## src/rtl/irq_sel_pkg.sv

```systemverilog
package irq_sel_pkg;

  localparam int NCAND  = 8;
  localparam int CODE_W = 3;

  typedef enum logic [CODE_W-1:0] {
    EX_NMI   = 3'd0,
    EX_VNMI  = 3'd1,
    EX_VFNMI = 3'd2,
    EX_FIQ   = 3'd3,
    EX_IRQ   = 3'd4,
    EX_VIRQ  = 3'd5,
    EX_VFIQ  = 3'd6,
    EX_VSERR = 3'd7
  } exc_e;

  // Pending vector indexed by exception code.
  function automatic logic [NCAND-1:0] raw_pending(
    input logic nmi, input logic fiq, input logic irq,
    input logic l_virq, input logic l_vfiq, input logic l_vnmi,
    input logic vi, input logic vf, input logic vse_eff,
    input logic vn_sel, input logic vf_sel);
    logic [NCAND-1:0] p;
    p           = '0;
    p[EX_NMI]   = nmi;
    p[EX_VNMI]  = (vi & vn_sel) | l_vnmi;
    p[EX_VFNMI] = vf & vf_sel;
    p[EX_FIQ]   = fiq;
    p[EX_IRQ]   = irq;
    p[EX_VIRQ]  = (vi & ~vn_sel) | l_virq;
    p[EX_VFIQ]  = (vf & ~vf_sel) | l_vfiq;
    p[EX_VSERR] = vse_eff;
    return p;
  endfunction

  // Without the NMI stage, superpriority sources merge into their peers.
  function automatic logic [NCAND-1:0] fold_pending(
    input logic [NCAND-1:0] p, input logic stage_on);
    logic [NCAND-1:0] f;
    f = p;
    if (!stage_on) begin
      f[EX_IRQ]   = p[EX_IRQ]  | p[EX_NMI];
      f[EX_VIRQ]  = p[EX_VIRQ] | p[EX_VNMI];
      f[EX_VFIQ]  = p[EX_VFIQ] | p[EX_VFNMI];
      f[EX_NMI]   = 1'b0;
      f[EX_VNMI]  = 1'b0;
      f[EX_VFNMI] = 1'b0;
    end
    return f;
  endfunction

  function automatic logic is_virtual(input logic [CODE_W-1:0] c);
    return !(c == EX_NMI || c == EX_FIQ || c == EX_IRQ);
  endfunction

  // Slice of the routed target vector that a physical code uses.
  function automatic int phys_slice(input logic [CODE_W-1:0] c);
    case (c)
      EX_FIQ:  return 1;
      EX_IRQ:  return 2;
      default: return 0;
    endcase
  endfunction

  function automatic logic [CODE_W-1:0] onehot_index(input logic [NCAND-1:0] v);
    logic [CODE_W-1:0] idx;
    idx = '0;
    for (int i = 0; i < NCAND; i++) begin
      if (v[i]) idx = idx | CODE_W'(i);
    end
    return idx;
  endfunction

endpackage

```

## src/rtl/irq_sel_pend.sv

```systemverilog
module irq_sel_pend
  import irq_sel_pkg::*;
(
  input  logic             clk,
  input  logic             rst_n,
  input  logic             req_nmi,
  input  logic             req_fiq,
  input  logic             req_irq,
  input  logic             ln_virq,
  input  logic             ln_vfiq,
  input  logic             ln_vnmi,
  input  logic             hv_vi,
  input  logic             hv_vf,
  input  logic             hv_vse,
  input  logic             hx_vnmi_sel,
  input  logic             hx_vfnmi_sel,
  input  logic             vse_take,
  output logic [NCAND-1:0] pend_q
);

  logic             blk_q;
  logic             vse_eff;
  logic [NCAND-1:0] pend_d;

  // A system error being taken now, or taken since hv_vse was last low,
  // is no longer pending.
  assign vse_eff = hv_vse & ~blk_q & ~vse_take;

  always_comb begin
    pend_d = raw_pending(req_nmi, req_fiq, req_irq,
                         ln_virq, ln_vfiq, ln_vnmi,
                         hv_vi, hv_vf, vse_eff,
                         hx_vnmi_sel, hx_vfnmi_sel);
  end

  always_ff @(posedge clk or negedge rst_n) begin
    if (!rst_n) begin
      pend_q <= '0;
      blk_q  <= 1'b0;
    end else begin
      pend_q <= pend_d;
      blk_q  <= hv_vse ? (blk_q | vse_take) : 1'b0;
    end
  end

endmodule

```

## src/rtl/irq_sel_pick.sv

```systemverilog
module irq_sel_pick
  import irq_sel_pkg::*;
#(
  parameter int LVL_W    = 2,
  parameter int VIRT_LVL = 1
) (
  input  logic [NCAND-1:0]   pend_q,
  input  logic               nmi_on,
  input  logic [NCAND-1:0]   cand_ok,
  input  logic [3*LVL_W-1:0] phys_tgt,
  output logic [NCAND-1:0]   elig,
  output logic               hit,
  output logic [CODE_W-1:0]  code,
  output logic [LVL_W-1:0]   tgt
);

  logic [NCAND-1:0] folded;
  logic [NCAND-1:0] win;
  logic [NCAND:0]   seen;

  assign folded  = fold_pending(pend_q, nmi_on);
  assign elig    = folded & cand_ok;
  assign seen[0] = 1'b0;

  // Lower code means higher priority: each stage yields to anything earlier.
  for (genvar i = 0; i < NCAND; i++) begin : g_chain
    assign win[i]    = elig[i] & ~seen[i];
    assign seen[i+1] = seen[i] | elig[i];
  end

  assign hit  = seen[NCAND];
  assign code = onehot_index(win);

  always_comb begin
    if (is_virtual(code)) begin
      tgt = LVL_W'(VIRT_LVL);
    end else begin
      tgt = phys_tgt[phys_slice(code)*LVL_W +: LVL_W];
    end
  end

endmodule

```

## src/rtl/irq_sel_out.sv

```systemverilog
module irq_sel_out
  import irq_sel_pkg::*;
#(
  parameter int LVL_W = 2
) (
  input  logic              clk,
  input  logic              rst_n,
  input  logic              hit,
  input  logic [CODE_W-1:0] code,
  input  logic [LVL_W-1:0]  tgt,
  input  logic              ack,
  output logic              fire,
  output logic              vse_take,
  output logic              take,
  output logic [CODE_W-1:0] exc_code,
  output logic [LVL_W-1:0]  exc_tgt,
  output logic              vse_clr
);

  // The cycle after a take is always a gap, so the pulse stays one cycle.
  assign fire     = hit & ack & ~take;
  assign vse_take = fire & (code == EX_VSERR);

  always_ff @(posedge clk or negedge rst_n) begin
    if (!rst_n) begin
      take     <= 1'b0;
      exc_code <= '0;
      exc_tgt  <= '0;
      vse_clr  <= 1'b0;
    end else begin
      take    <= fire;
      vse_clr <= vse_take;
      if (fire) begin
        exc_code <= code;
        exc_tgt  <= tgt;
      end
    end
  end

endmodule

```

## src/rtl/irq_prio_sel.sv

```systemverilog
module irq_prio_sel
  import irq_sel_pkg::*;
#(
  parameter int LVL_W    = 2,
  parameter int VIRT_LVL = 1
) (
  input  logic               clk,
  input  logic               rst_n,
  input  logic               nmi_present,
  input  logic               nmi_enable,
  input  logic               req_nmi,
  input  logic               req_fiq,
  input  logic               req_irq,
  input  logic               ln_virq,
  input  logic               ln_vfiq,
  input  logic               ln_vnmi,
  input  logic               hv_vi,
  input  logic               hv_vf,
  input  logic               hv_vse,
  input  logic               hx_vnmi_sel,
  input  logic               hx_vfnmi_sel,
  input  logic [3*LVL_W-1:0] phys_tgt,
  input  logic [7:0]         cand_ok,
  input  logic               ack,
  output logic               take,
  output logic [2:0]         exc_code,
  output logic [LVL_W-1:0]   exc_tgt,
  output logic               vse_clr
);

  // Named internal events, also observed by the bound checker.
  logic               nmi_on;
  logic [NCAND-1:0]   pend_q;
  logic [NCAND-1:0]   elig;
  logic               hit;
  logic [CODE_W-1:0]  pick_code;
  logic [LVL_W-1:0]   pick_tgt;
  logic               fire;
  logic               vse_take;

  assign nmi_on = nmi_present & nmi_enable;

  irq_sel_pend u_pend (
    .clk          (clk),
    .rst_n        (rst_n),
    .req_nmi      (req_nmi),
    .req_fiq      (req_fiq),
    .req_irq      (req_irq),
    .ln_virq      (ln_virq),
    .ln_vfiq      (ln_vfiq),
    .ln_vnmi      (ln_vnmi),
    .hv_vi        (hv_vi),
    .hv_vf        (hv_vf),
    .hv_vse       (hv_vse),
    .hx_vnmi_sel  (hx_vnmi_sel),
    .hx_vfnmi_sel (hx_vfnmi_sel),
    .vse_take     (vse_take),
    .pend_q       (pend_q)
  );

  irq_sel_pick #(.LVL_W(LVL_W), .VIRT_LVL(VIRT_LVL)) u_pick (
    .pend_q   (pend_q),
    .nmi_on   (nmi_on),
    .cand_ok  (cand_ok),
    .phys_tgt (phys_tgt),
    .elig     (elig),
    .hit      (hit),
    .code     (pick_code),
    .tgt      (pick_tgt)
  );

  irq_sel_out #(.LVL_W(LVL_W)) u_out (
    .clk      (clk),
    .rst_n    (rst_n),
    .hit      (hit),
    .code     (pick_code),
    .tgt      (pick_tgt),
    .ack      (ack),
    .fire     (fire),
    .vse_take (vse_take),
    .take     (take),
    .exc_code (exc_code),
    .exc_tgt  (exc_tgt),
    .vse_clr  (vse_clr)
  );

endmodule

```

## config.mk

```make
export PLATFORM = sky130hd
export DESIGN_NAME = irq_prio_sel
export DESIGN_NICKNAME = d
export VERILOG_FILES = /design/src/rtl/irq_sel_pkg.sv /design/src/rtl/irq_sel_pend.sv /design/src/rtl/irq_sel_pick.sv /design/src/rtl/irq_sel_out.sv /design/src/rtl/irq_prio_sel.sv
export SDC_FILE = /design/constraint.sdc
export NUM_CORES = 1
export LEC_CHECK = 0
export BUFFER_PORTS_ARGS = -buffer_cell sky130_fd_sc_hd__buf_2
export CORE_MARGIN = 8
export CORE_UTILIZATION = 42
export CTS_BUF_LIST = sky130_fd_sc_hd__clkbuf_4
export CTS_CLUSTER_SIZE = 16
export DETAILED_ROUTE_END_ITERATION = 10
export PLACE_DENSITY = 0.74
export REMOVE_ABC_BUFFERS = 1
export SYNTH_ARGS = -nofsm -noshare
export SYNTH_HDL_FRONTEND = slang
export SYNTH_SLANG_ARGS = --single-unit
export TNS_END_PERCENT = 1
```

## constraint.sdc

```tcl
create_clock -name clk -period 1.5 [get_ports clk]
set_input_delay 0.075 -clock clk [delete_from_list [all_inputs] [get_ports clk]]
set_output_delay 0.075 -clock clk [all_outputs]
set_load 0.01 [all_outputs]
```

==> results of run 1 <==
[repair_timing]
action	CTS	global route
gates resized for setup	6	15
endpoints found under the hold margin	22	0
pin swaps	4	7
endpoints found under the setup margin	7	9
setup buffers	1	4
hold buffers	9	0
[power by group through the flow]
stage	Combinational, uW	Sequential (uW)	Clock, uW
floorplan	127	521	0
global placement	262	506	0
detailed placement	266	506	0
CTS	298	497	237
global route	374	506	255
finish	345	502	228
[metrics by stage]
step	setup TNS, ns	area (um2)
5_1_grt	-0.9816	1314
3_5_place_dp	-0.6185	1057
6_report	-0.5533	1314
2_1_floorplan	-0.005110	800.8
3_3_place_gp	-0.2289	1057
4_1_cts	-0.4612	1202
[registers in the layout, summed over array words and instances, names as in the netlist]
signal	cells
u_out.exc_code	3
u_out.exc_tgt	2
u_out.take	1
u_out.vse_clr	1
u_pend.blk_q	1
u_pend.pend_q	8
[synthesized netlist by cell type]
| master | number | share of area |
|---|---|---|
| and4_1 | 1 | 0.011 |
| a41oi_1 | 1 | 0.011 |
| o21ai_0 | 2 | 0.013 |
| a21oi_1 | 6 | 0.038 |
| o21ai_1 | 1 | 0.0062 |
| nor2_1 | 4 | 0.019 |
| o22ai_1 | 1 | 0.0078 |
| o21ba_2 | 1 | 0.013 |
| nor2b_1 | 2 | 0.016 |
| and4b_4 | 1 | 0.017 |
| o2bb2ai_1 | 1 | 0.011 |
| o21a_1 | 1 | 0.0094 |
| a32o_1 | 1 | 0.013 |
| a31oi_2 | 1 | 0.016 |
| o21ai_2 | 2 | 0.022 |
| a21o_4 | 1 | 0.019 |
| a21o_1 | 4 | 0.038 |
| nand2_1 | 7 | 0.033 |
| inv_2 | 1 | 0.0047 |
| a22oi_1 | 1 | 0.0094 |
| nand2b_1 | 2 | 0.016 |
| o31ai_2 | 1 | 0.016 |
| dfrtp_1 | 16 | 0.50 |
| a21boi_1 | 2 | 0.019 |
| a21boi_0 | 2 | 0.019 |
| nand4_1 | 2 | 0.016 |
| o22a_1 | 4 | 0.044 |
| a31oi_1 | 1 | 0.0078 |
| and2_1 | 4 | 0.031 |
| inv_1 | 2 | 0.0094 |
[worst reg2reg max path, cell delays in order, from the launching register on]
cell and delay, ns:
dfrtp_1 0.42, a21boi_4 0.16, o21ai_4 0.23, a21boi_2 0.11, o21ba_4 0.21, o2bb2ai_2 0.13
a32o_1 0.25
[cells by family (layout without fill, tap and decap cells)]
logic type,count (synthesis),count (layout),share of synthesized area
AOI/OAI and AO/OA,34,34,0.3281
buffers and inverters,3,63,0.01406
and+or+nand+nor,23,23,0.1578
DFF,16,16,0.5000
[placed cells by master, fill, tap and decap left out, drive strengths merged, types with 4 or more instances in the layout]
cell / netlist / final
dfrtp: 16 / 16
a21o: 5 / 5
dlygate4sd3: 0 / 9
nor2: 4 / 4
and2: 4 / 4
a21boi: 4 / 4
o22a: 4 / 4
buf: 0 / 47
o21ai: 5 / 5
a21oi: 6 / 6
nand2: 7 / 7
[path summary, 6_finish.rpt]
check                                  start                end  slack [ns]  cells after the start
max in group asynchronous              rst_n   u_pend.pend_q[0]        1.02                      2
max                         u_pend.pend_q[0]   u_out.exc_tgt[1]       -0.12                      6
min in group asynchronous              rst_n   u_out.exc_tgt[1]        0.23                      2
min                                   hv_vse   u_pend.pend_q[7]       0.003                      2
min reg2reg                u_out.exc_code[1]  u_out.exc_code[1]        0.50                      2
max reg2reg                 u_pend.pend_q[0]   u_out.exc_tgt[1]       -0.12                      6
[cell type report]
type                            instances  area (um2)  area share
Clock buffer                            3       22.52     0.01714
Inverter                                3       11.26    0.008571
Multi-Input combinational cell         57       488.0      0.3714
Timing Repair Buffer                   56       356.6      0.2714
Tap cell                               25       31.28     0.02381
Clock inverter                          1       3.754    0.002857
Sequential cell                        16       400.4      0.3048
[layer usage]
layer	share of wire	up-vias	track usage
met4	0.0093	0	0.07143
met1	0.42	402	0.1425
met2	0.50	35	0.2262
met3	0.070	4	0.04497
li1	-	406	-
met5	0	-	0
==> flow_summary.yaml, run 1 <==
setup_path:
  crit_path_top_delay_cell: "dfrtp_1"
  arrival_ns: 1.80
  path_class: "register to register"
  slowest_delay_ns: 0.42
  path_delay_family: "compound AO/OA/AOI/OAI gates"
  cp_cell_sequence: "a21boi_4 -> o21ai_4 -> a21boi_2 -> o21ba_4 -> o2bb2ai_2 -> a32o_1"
  startpoint_type: "register"
  end_kind: "register"
  path_buf_inv: 0
  crit_fanout: 6
  cp.required_ns: 1.68
route:
  drt-total-wl_mm: 2.472
  first_pass_iters: 4
  num_vias: 847
  post_drt_wl_per_cell_um: 15.35
  final_antenna_net_count: 0
  drt_iter0_drc: 25
  via_per_inst: 5.261
  drcViolationCount: 0
timing:
  tightest_slew_ns: 0.3653
  hold_viol_final: 0
  fin_crit_sh: 1.079
  slew_headroom: 0.7560
  post-route-min-period_ns: 1.619
  max_freq_ghz: 0.6179
  drv_slew: 0
  setup_slack_ns: -0.1185
  fin_worst_skew_ns: 0.002407
  hold_ws_ns: 0.003402
  rsz0062_at_grt: "yes"
  setup_viol: 7
place:
  gp_congestion: 0.7824
  place_hpwl_mm: 1.653
  pre_cts_slack_ns: -0.1460
  dp_cells: 143
  portBuffers: 36
power_and_ir_drop:
  power.switching_uw: 322.5
  sw_frac_of_total: 0.3001
  total_leakage_power_uw: 0.0006357
  powerDensity_nw_per_um2: 818.0
  p_int_uw: 752.2
  peakVddDrop_uv: 681.7
  pwr-share-clk: 0.213
  power_frac_seq: 0.467
  power_uw: 1075
  power_frac_comb: 0.321
yosys:
  ys.warnings.count: 0
  yosysSeqAreaShare: 0.5000
  synth_cell_types: 30
  syn_area_um2: 800.8
  synth_cells: 76
  yosys_register_bits: 16
  syn-mean-instance-area_um2: 10.54
floorplanning:
  design.core.area_um2: 1764
  start_util: 0.4539
  dieArea_um2: 3560
  die_w_um: 59.67
  die_h_um: 59.67
  io_pins: 37
  placementRows: 15
finish:
  layoutNonFillerInstCount: 161
  nFillCells: 147
  final_nets: 167
  drive_gt1_frac: 0.5074
  final_util: 0.7447
  syn_to_final_growth_pct: 64.06
  diodes: 0
min_path:
  hold_path.class: "input port to register"
clock_tree:
  cts_max_level: 1
  clockRootBuffer: "clkbuf_4"
  clkSlewWorstSetupHoldPaths_ns: 0.09
  cts.path.max_buffers: 2
  cts_sinks: 16
  cts_buffers: 3
  tritoncts: "done"
  clk_latency_ns: 0.28
global_routing:
  grtUsageTotal: 0.1336
  grt_pass1_vias: 891
  grt_overflow: 0
  grt_max_degree: 17
  antenna_found_initial: 0
  grt_pass1_wl_mm: 3.726
flow_run:
  maxCapViolCount: 0
status:
  failed_checks: "negative setup slack"
  outcome: "finished, violations left"
Power figures use the tool's default switching activity.
==> inputs of run 2 (changes only) <==
--- a/config.mk
+++ b/config.mk
@@ -6,13 +6,13 @@
 export NUM_CORES = 1
 export LEC_CHECK = 0
 export BUFFER_PORTS_ARGS = -buffer_cell sky130_fd_sc_hd__buf_2
+export CORE_ASPECT_RATIO = 1.1
 export CORE_MARGIN = 8
 export CORE_UTILIZATION = 42
 export CTS_BUF_LIST = sky130_fd_sc_hd__clkbuf_4
 export CTS_CLUSTER_SIZE = 16
 export DETAILED_ROUTE_END_ITERATION = 10
 export PLACE_DENSITY = 0.74
-export REMOVE_ABC_BUFFERS = 1
 export SYNTH_ARGS = -nofsm -noshare
 export SYNTH_HDL_FRONTEND = slang
 export SYNTH_SLANG_ARGS = --single-unit
==> run 2 against run 1 <==
Effect of this change:
- the flow still finishes with violations (negative setup slack)
- sequential cell count unchanged
- register-to-register slack improved by 0.07 ns
- power decreased by 3.1%
- design area decreased by 6.9%
- routed wire length decreased by 6.9%
- die area about the same
- critical path type unchanged
- critical endpoint unchanged
- largest power group unchanged
==> flow_summary.yaml, run 2 (synthesis gave the netlist of run 1 again) <==
global_routing:
  antenna_found_initial: 0
  grt_pass1_vias: 853
  grt_overflow: 0
  grtUsageTotal: 0.1260
  grt_max_degree: 17
  grt_pass1_wl_mm: 3.519
clock_tree:
  cts_buffers: 3
  tritoncts: "done"
  clkSlewWorstSetupHoldPaths_ns: 0.09
  cts_max_level: 1
  cts.path.max_buffers: 2
  clockRootBuffer: "clkbuf_4"
  post_cts_buffers: 0
  cts_sinks: 16
  clk_latency_ns: 0.28
route:
  drt-total-wl_mm: 2.302
  drt_iter0_drc: 10
  final_antenna_net_count: 0
  first_pass_iters: 5
  post_drt_wl_per_cell_um: 15.45
  via_per_inst: 5.477
  drcViolationCount: 0
  num_vias: 816
floorplanning:
  start_util: 0.4494
  placementRows: 16
  design.core.area_um2: 1782
  io_pins: 37
  die_w_um: 57.63
  die_h_um: 61.80
  dieArea_um2: 3561
yosys:
  syn_nets: 106
status:
  failed_checks: "negative setup slack"
  outcome: "finished, violations left"
timing:
  max_freq_ghz: 0.6456
  fin_crit_sh: 1.033
  drv_slew: 0
  fin_worst_skew_ns: 0.0008237
  setup_viol: 4
  tightest_slew_ns: 0.3577
  hold_viol_final: 0
  hold_ws_ns: 0.01203
  rsz0062_at_grt: "yes"
  setup_slack_ns: -0.04898
  post-route-min-period_ns: 1.549
  slew_headroom: 0.7615
setup_path:
  r2r_cells: 6
  path_class: "register to register"
  cp_cell_sequence: "a21boi_4 -> o21ai_4 -> a21boi_2 -> o21ba_2 -> o2bb2ai_2 -> a32o_1"
  slowest_delay_ns: 0.42
  crit_path_top_delay_cell: "dfrtp_1"
  crit_fanout: 7
  cp.required_ns: 1.68
  reg2reg_from: "u_pend.pend_q[0]"
  timing.rr.end: "u_out.exc_tgt[1]"
  startpoint_type: "register"
  reg2reg_slack_ns: -0.05
  end_kind: "register"
  arrival_ns: 1.73
finish:
  final_common_cell: "buf_2"
  largestRegisters: "u_pend.pend_q (8), u_out.exc_code (3), u_out.exc_tgt (2)"
  diodes: 0
  largest_register_ffs: 8
  layout_common_cells: "36 x buf_2, 16 x dfrtp_1, 8 x dlygate4sd3_1"
  syn_to_final_growth_pct: 52.81
  drive_gt1_frac: 0.4885
  final_nets: 162
  regMostFlops: "u_pend.pend_q"
min_path:
  min_to: "u_pend.pend_q[1]"
  hold_path.class: "input port to register"
  min_path_cells: 2
  hp-start: "hx_vnmi_sel"
power_and_ir_drop:
  total_leakage_power_uw: 0.0005965
  powerDensity_nw_per_um2: 850.8
  power_uw: 1041
  peakVddDrop_uv: 471.5
place:
  gp_congestion: 0.7456
  portBuffers: 36
  place_hpwl_mm: 1.710
flow_run:
  maxCapViolCount: 0
-- run 2: layer usage --
layer	wire, um	up-vias	global-route usage
met4	21	0	0.03929
met2	1182	43	0.2492
met1	887	371	0.1164
met5	0	-	0
met3	211	8	0.05144
li1	-	394	-
-- run 2: how the worst max path moves through the flow --
stage                     start               end  slack (ns)  cells after the start
5_1_grt        u_pend.pend_q[0]  u_out.exc_tgt[1]       -0.12                      6
6_report       u_pend.pend_q[0]  u_out.exc_tgt[1]       -0.05                      6
3_3_place_gp   u_pend.pend_q[0]  u_out.exc_tgt[0]       -0.06                      7
2_1_floorplan  u_pend.pend_q[0]  u_out.exc_tgt[0]      -0.005                      7
4_1_cts        u_pend.pend_q[0]  u_pend.pend_q[7]       -0.10                      5
3_5_place_dp   u_pend.pend_q[1]  u_pend.pend_q[7]       -0.10                      6
-- run 2: through the flow --
step | util | area [um2] | setup WS (ns) | std cells | TNS, ns
after floorplan | - | 800.8 | -0.005110 | 76 | -0.005110
after global placement | 0.5927 | 1056 | -0.06477 | 137 | -0.2345
after detailed placement | 0.5927 | 1056 | -0.1016 | 137 | -0.4077
after CTS | 0.6580 | 1172 | -0.1028 | 149 | -0.3872
after global routing | 0.6868 | 1224 | -0.1218 | 149 | -0.3989
final | 0.6868 | 1224 | -0.04898 | 149 | -0.1104
-- run 2: repair_timing --
action	in CTS	in global routing
endpoints found under the hold margin	22	0
hold buffers	8	0
setup endpoints to repair	6	6
gates resized for setup	4	11
pin swaps	2	2
-- run 2: power breakdown --
group | internal [uW] | total (uW) | switching [uW]
Combinational | 159 | 310 | 150
Sequential | 476 | 501 | 24.8
Clock | 96.4 | 231 | 134
Total | 732 | 1040 | 309
-- run 2: worst max-delay path: cells and delay by family (launching register included) --
family             cells  cell delay [ns]
AOI/OAI and AO/OA      6             1.03
DFF                    1             0.42
-- run 2: layout make-up --
class / count / area [um2]
Tap cell: 18 / 22.52
Multi-Input combinational cell: 57 / 450.4
Timing Repair Buffer: 51 / 312.8
Inverter: 3 / 11.26
Sequential cell: 16 / 400.4
Clock inverter: 1 / 3.754
Fill cell: 142 / 558.0
Clock buffer: 3 / 22.52
